===== src/rtl/hbe_pkg.sv =====
package hbe_pkg;
  typedef enum logic [2:0] {
    PH_IDLE,
    PH_SETTLE,
    PH_START,
    PH_DATA,
    PH_FLAG,
    PH_TAIL
  } phase_e;
endpackage


===== src/rtl/hbe_tick_gen.sv =====
module hbe_tick_gen #(
  parameter int CLK_DIV = 2
) (
  input  logic clk_i,
  input  logic rst_ni,
  input  logic run_i,
  output logic tick_o
);
  generate
    if (CLK_DIV <= 1) begin : g_nodiv
      assign tick_o = run_i;
    end else begin : g_div
      localparam int CNT_W = $clog2(CLK_DIV);
      logic [CNT_W-1:0] cnt_q;
      assign tick_o = run_i && (cnt_q == CNT_W'(CLK_DIV - 1));
      always_ff @(posedge clk_i or negedge rst_ni) begin
        if (!rst_ni)      cnt_q <= '0;
        else if (!run_i)  cnt_q <= '0;  // phase-align divider to word acceptance
        else if (tick_o)  cnt_q <= '0;
        else              cnt_q <= cnt_q + 1'b1;
      end
    end
  endgenerate
endmodule


===== src/rtl/hbe_seq.sv =====
module hbe_seq
  import hbe_pkg::*;
#(
  parameter int DATA_BITS    = 8,
  parameter int SETTLE_TICKS = 32,
  parameter int HALF_TICKS   = 4,
  parameter int TAIL_TICKS   = 4,
  localparam int IDX_W = (DATA_BITS > 1) ? $clog2(DATA_BITS) : 1
) (
  input  logic             clk_i,
  input  logic             rst_ni,
  input  logic             start_i,
  input  logic             tick_i,
  output phase_e           phase_o,
  output logic             second_half_o,
  output logic [IDX_W-1:0] bit_idx_o
);
  localparam int MAX_LEN = (SETTLE_TICKS > HALF_TICKS)
                         ? ((SETTLE_TICKS > TAIL_TICKS) ? SETTLE_TICKS : TAIL_TICKS)
                         : ((HALF_TICKS > TAIL_TICKS) ? HALF_TICKS : TAIL_TICKS);
  localparam int CNT_W = (MAX_LEN > 1) ? $clog2(MAX_LEN) : 1;

  phase_e           phase_q;
  logic             half_q;
  logic [IDX_W-1:0] idx_q;
  logic [CNT_W-1:0] cnt_q;
  logic [CNT_W-1:0] seg_last;
  logic             seg_done;

  always_comb begin
    unique case (phase_q)
      PH_SETTLE: seg_last = CNT_W'(SETTLE_TICKS - 1);
      PH_TAIL:   seg_last = CNT_W'(TAIL_TICKS - 1);
      default:   seg_last = CNT_W'(HALF_TICKS - 1);
    endcase
  end

  assign seg_done = tick_i && (cnt_q == seg_last);

  always_ff @(posedge clk_i or negedge rst_ni) begin
    if (!rst_ni) begin
      phase_q <= PH_IDLE;
      half_q  <= 1'b0;
      idx_q   <= '0;
      cnt_q   <= '0;
    end else if (phase_q == PH_IDLE) begin
      cnt_q  <= '0;
      half_q <= 1'b0;
      idx_q  <= '0;
      if (start_i) phase_q <= PH_SETTLE;
    end else if (seg_done) begin
      cnt_q <= '0;
      unique case (phase_q)
        PH_SETTLE: begin
          phase_q <= PH_START;
          half_q  <= 1'b0;
        end
        PH_START: begin
          half_q <= ~half_q;
          if (half_q) begin
            phase_q <= PH_DATA;
            idx_q   <= '0;
          end
        end
        PH_DATA: begin
          half_q <= ~half_q;
          if (half_q) begin
            if (idx_q == IDX_W'(DATA_BITS - 1)) phase_q <= PH_FLAG;
            else                                 idx_q   <= idx_q + 1'b1;
          end
        end
        PH_FLAG: begin
          half_q <= ~half_q;
          if (half_q) phase_q <= PH_TAIL;
        end
        default: phase_q <= PH_IDLE;
      endcase
    end else if (tick_i) begin
      cnt_q <= cnt_q + 1'b1;
    end
  end

  assign phase_o       = phase_q;
  assign second_half_o = half_q;
  assign bit_idx_o     = idx_q;
endmodule


===== src/rtl/hbe_sym_enc.sv =====
module hbe_sym_enc
  import hbe_pkg::*;
#(
  parameter int DATA_BITS = 8,
  localparam int IDX_W = (DATA_BITS > 1) ? $clog2(DATA_BITS) : 1
) (
  input  phase_e           phase_i,
  input  logic             second_half_i,
  input  logic [IDX_W-1:0] bit_idx_i,
  input  logic [DATA_BITS:0] word_i,
  output logic             level_o
);
  logic cur_bit;
  assign cur_bit = word_i[bit_idx_i];

  always_comb begin
    unique case (phase_i)
      PH_START: level_o = ~second_half_i;
      PH_DATA:  level_o = second_half_i ? cur_bit : ~cur_bit;
      PH_FLAG:  level_o = second_half_i ? 1'b0 : word_i[DATA_BITS];
      default:  level_o = 1'b0;
    endcase
  end
endmodule


===== src/rtl/hbe_frame_tx.sv =====
module hbe_frame_tx
  import hbe_pkg::*;
#(
  parameter int DATA_BITS    = 8,
  parameter int CLK_DIV      = 2,
  parameter int SETTLE_TICKS = 32,
  parameter int HALF_TICKS   = 4,
  parameter int TAIL_TICKS   = 4
) (
  input  logic               clk_i,
  input  logic               rst_ni,
  input  logic               word_valid_i,
  input  logic [DATA_BITS:0] word_data_i,
  output logic               word_ready_o,
  output logic               line_data_o,
  output logic               drv_en_o,
  output logic               busy_o
);
  localparam int IDX_W = (DATA_BITS > 1) ? $clog2(DATA_BITS) : 1;

  phase_e             phase;
  logic               second_half;
  logic [IDX_W-1:0]   bit_idx;
  logic               tick;
  logic               accept;
  logic               active;
  logic [DATA_BITS:0] word_q;

  assign active = (phase != PH_IDLE);
  assign accept = word_valid_i && !active;

  always_ff @(posedge clk_i or negedge rst_ni) begin
    if (!rst_ni)     word_q <= '0;
    else if (accept) word_q <= word_data_i;
  end

  hbe_tick_gen #(.CLK_DIV(CLK_DIV)) u_tick (
    .clk_i  (clk_i),
    .rst_ni (rst_ni),
    .run_i  (active),
    .tick_o (tick)
  );

  hbe_seq #(
    .DATA_BITS    (DATA_BITS),
    .SETTLE_TICKS (SETTLE_TICKS),
    .HALF_TICKS   (HALF_TICKS),
    .TAIL_TICKS   (TAIL_TICKS)
  ) u_seq (
    .clk_i         (clk_i),
    .rst_ni        (rst_ni),
    .start_i       (accept),
    .tick_i        (tick),
    .phase_o       (phase),
    .second_half_o (second_half),
    .bit_idx_o     (bit_idx)
  );

  hbe_sym_enc #(.DATA_BITS(DATA_BITS)) u_enc (
    .phase_i       (phase),
    .second_half_i (second_half),
    .bit_idx_i     (bit_idx),
    .word_i        (word_q),
    .level_o       (line_data_o)
  );

  assign drv_en_o     = active;
  assign busy_o       = active;
  assign word_ready_o = !active;
endmodule


===== config.mk =====
export PLATFORM = sky130hd
export DESIGN_NAME = hbe_frame_tx
export DESIGN_NICKNAME = d
export VERILOG_FILES = /design/src/rtl/hbe_pkg.sv /design/src/rtl/hbe_tick_gen.sv /design/src/rtl/hbe_seq.sv /design/src/rtl/hbe_sym_enc.sv /design/src/rtl/hbe_frame_tx.sv
export SDC_FILE = /design/constraint.sdc
export NUM_CORES = 1
export LEC_CHECK = 0
export BUFFER_PORTS_ARGS = -buffer_cell sky130_fd_sc_hd__buf_2
export CELL_PAD_IN_SITES_DETAIL_PLACEMENT = 0
export CELL_PAD_IN_SITES_GLOBAL_PLACEMENT = 1
export CORE_AREA = 2 2 60 62
export DETAILED_ROUTE_END_ITERATION = 7
export DIE_AREA = 0 0 62 64
export GPL_TIMING_DRIVEN = 0
export PLACE_DENSITY_LB_ADDON = 0.1
export SYNTH_ARGS = -nofsm -noshare
export SYNTH_HDL_FRONTEND = slang
export SYNTH_HIERARCHICAL = 1
export SYNTH_SLANG_ARGS = --single-unit

===== constraint.sdc =====
create_clock -name clk_i -period 2.36 [get_ports clk_i]
set_input_delay 0.236 -clock clk_i [delete_from_list [all_inputs] [get_ports clk_i]]
set_output_delay 0.236 -clock clk_i [all_outputs]
set_load 0.1 [all_outputs]

==> impl_results.md <==
* Yosys top cell by area: dfrtp_1
* Endpoints failing setup at 0
* RSZ-0062 raised after global routing: false
* Slew Limit Headroom at 58.44%
* YS warnings at 6
* GRT Overall Usage at 13.38%
* Max Clock Freq at 441.6 MHz
* PwrDens at 470.2 nW/µm²
* Util after Layout at 45.71%
* Crit path arrival time at 2.03 ns
* Routed wl met3 at 87 µm
* Synthesized cell area at 1267 µm²
* Seq/Total Area, Yosys at 43.44%
* Top cells by area, synth: dfrtp_1 43%, mux2_2 8.9%, mux4_1 4.1%, mux2i_1 3.9%, a21oi_1 3.2%
* Aggregate global routing overflow at 0
* Critical path peak fanout at 5
* Worst reg-to-reg setup slack at 0.11 ns
* Horiz. Die Dim at 62 µm
* DIE HEIGHT at 64 µm
* Via Count at 926
* Worst-skew pair later-pin latency at 0.31 ns
* Clock Sinks at 22
* # DRC at 0
* Top routing layer used: met4
* Commonest non-fill, non-tap cell in the layout: dfrtp_1
* H-tree levels at 1
* Final number of hold-violating endpoints at 0
* Yosys top cell area share at 43.44%
* Cells after Synth at 114
* Max-Cap Viols at 0
* Final Cycle Share at 95.96%
* Final WL at 2398 µm
* Measured slew at the worst slew-check pin at 0.6200 ns
* Syn nets at 129
* Most frequent cells in the layout: 20 x dfrtp_1, 15 x buf_2, 10 x mux2_2, 8 x a21oi_1, 8 x nand2_1
* Sum Neg Setup Slack at 0 ns
* Placer Congestion at 0.7748
* DR vias/cell at 5.116
* Site Rows at 21
* CTS tree: done
* Antenna Cells at 0
* Port Buffers at 15
* Deepest clock path buffer count at 2
* Fin nets at 151
* Hold WC Path Type: input pin to register
* LEAKAGE at 0.6850 nW
* First-pass GRT wire length at 3981 µm
* Area growth, synth to finish at 18.46%
* Io pins at 16
* Post-DP HPWL at 1716 µm
* Initial Utilization at 38.59%
* Detailed Routing Iterations Pass 1 at 4
* Vias in the first global route at 893
* Core area at 3284 µm²
* Initial antenna violation count at 0
* CTS root buffer: clkbuf_4
* Yosys reg bits at 22
* Post-route ant nets at 0
* Largest net degree at the start of global routing at 23
* Ratio of cells with drive above 1 in the final layout at 36.30%
* Worst Skew at 0.008873 ns
* Status: finished clean
* Crit end category: primary output
* Worst EP required at 2.12 ns
* Maximum VDD drop at 0.3287 mV
* Clk pin slew, worst setup/hold paths at 0.13 ns
* Synth unique cells at 42
* Starting DRC count in detailed routing at 30
* Hold Startpoint: word_data_i[2]
* R2R depth at 7
* Total CTS buffers at 3
* Die Footprint at 3968 µm²
* WHS Path Cells at 2
* Worst Hold Path EP: word_q[2]
* Drt wl/cell at 13.25 µm
* Post-Syn Area per Cell at 11.12 µm²
* Met2 WL at 1173 µm
* Fin. max-slew vios at 0
* Final min period at 2.265 ns
* Critical Path Start Type: register
* Worst r2r dst: u_seq/bit_idx_o[0]
* M1 WL at 1116 µm
* Reg-to-reg startpoint: u_seq/phase_o[1]
* Crit path kind: register to primary output
## repair_timing
action / in CTS / in global routing
setup buffers: 0 / 1
pin swaps: 0 / 1
hold buffers: 1 / 0
resized for setup: 4 / 3
endpoints found under the setup margin: 1 / 2
hold endpoints to repair: 22 / 0
## where the power goes
| part | total [mW] | switching, mW | internal [mW] | leakage, nW |
|---|---|---|---|---|
| Sequential | 0.388 | 0.00337 | 0.385 | 0.275 |
| Combinational | 0.0289 | 0.0126 | 0.0163 | 0.382 |
| Clock | 0.289 | 0.118 | 0.172 | 0.0279 |
| Total | 0.706 | 0.134 | 0.573 | 0.685 |
## cells in the mapped netlist (all sizes together)
library cell / count
a211o: 1
a211oi: 2
a21oi: 8
a31oi: 1
and2: 1
and2b: 2
and3: 1
buf: 5
clkbuf: 1
dfrtp: 22
ha: 3
inv: 7
mux2: 11
mux2i: 5
mux4: 2
nand2: 8
nand2b: 1
nand3: 2
nand3b: 1
nand4: 1
nor2: 7
nor3: 5
nor3b: 1
nor4b: 1
o2111ai: 2
o211a: 1
o21ai: 5
o221ai: 1
o22ai: 1
o41ai: 1
or3: 2
xor2: 2
## worst max path at each step
stage	from	endpoint	slack, ns	cells after the start
2_1_floorplan	u_seq/bit_idx_o[0]	line_data_o	0.02	4
3_3_place_gp	u_seq/phase_o[1]	u_seq/bit_idx_o[0]	0.07	7
3_5_place_dp	u_seq/phase_o[1]	u_seq/bit_idx_o[0]	0.06	7
4_1_cts	u_seq/bit_idx_o[0]	line_data_o	0.01	5
5_1_grt	u_seq/bit_idx_o[0]	line_data_o	0.02	5
6_report	u_seq/bit_idx_o[0]	line_data_o	0.1	5
## layout make-up
cell class	instances	area [µm²]
Inverter	7	26.28
Fill cell	317	1783
Buffer	6	46.29
Timing Repair Buffer	17	107.6
Tap cell	46	57.56
Sequential cell	22	553.0
Multi-Input combinational cell	79	658.1
Clock buffer	3	22.52
Clock inverter	1	30.03
## logic make-up (layout without fill, tap and decap cells)
family | Yosys count | after routing | share of synthesized area (%)
buffers and inverters | 13 | 34 | 5.724
DFF | 22 | 22 | 43.44
AOI/OAI and AO/OA | 23 | 23 | 12.84
muxes | 18 | 18 | 18.16
xor gates and xnor gates | 2 | 2 | 1.382
and+or+nand+nor | 33 | 33 | 15.50
adders and majority gates | 3 | 3 | 2.962
## per-stage QoR
step	total power, mW	hold WS (ns)	setup WS [ns]	area, µm²	cells
2_1_floorplan	0.4048	-0.05959	0.01672	1277	114
4_1_cts	0.7219	0.1306	0.01279	1484	180
5_1_grt	0.7374	0.1360	0.01701	1501	181
6_report	0.7060	0.1442	0.09538	1501	181
3_3_place_gp	0.4221	0.2274	0.07342	1410	175
3_5_place_dp	0.4236	0.2353	0.06230	1410	175
## worst max-delay path, cell delays in order, from the launching register on
cell and delay [ns]:
dfrtp_2 0.44, mux4_1 0.58, mux2i_2 0.22, a31oi_1 0.13, o22ai_2 0.15, buf_12 0.20
## registers in the layout, summed over array words and instances, names as in the netlist
| register | flops |
|---|---|
| u_seq/bit_idx_o | 3 |
| u_seq/cnt_q | 5 |
| u_seq/phase_o | 3 |
| u_seq/second_half_o | 1 |
| u_tick/g_div.cnt_q | 1 |
| word_q | 9 |
## routing by layer
layer | GRT usage (%) | vias up
met1 | 18.76 | 449
met2 | 20.44 | 19
met4 | 4.787 | 0
li1 | - | 456
met5 | 0 | -
met3 | 2.227 | 2
Note: power is estimated with default switching activity, not from simulation.
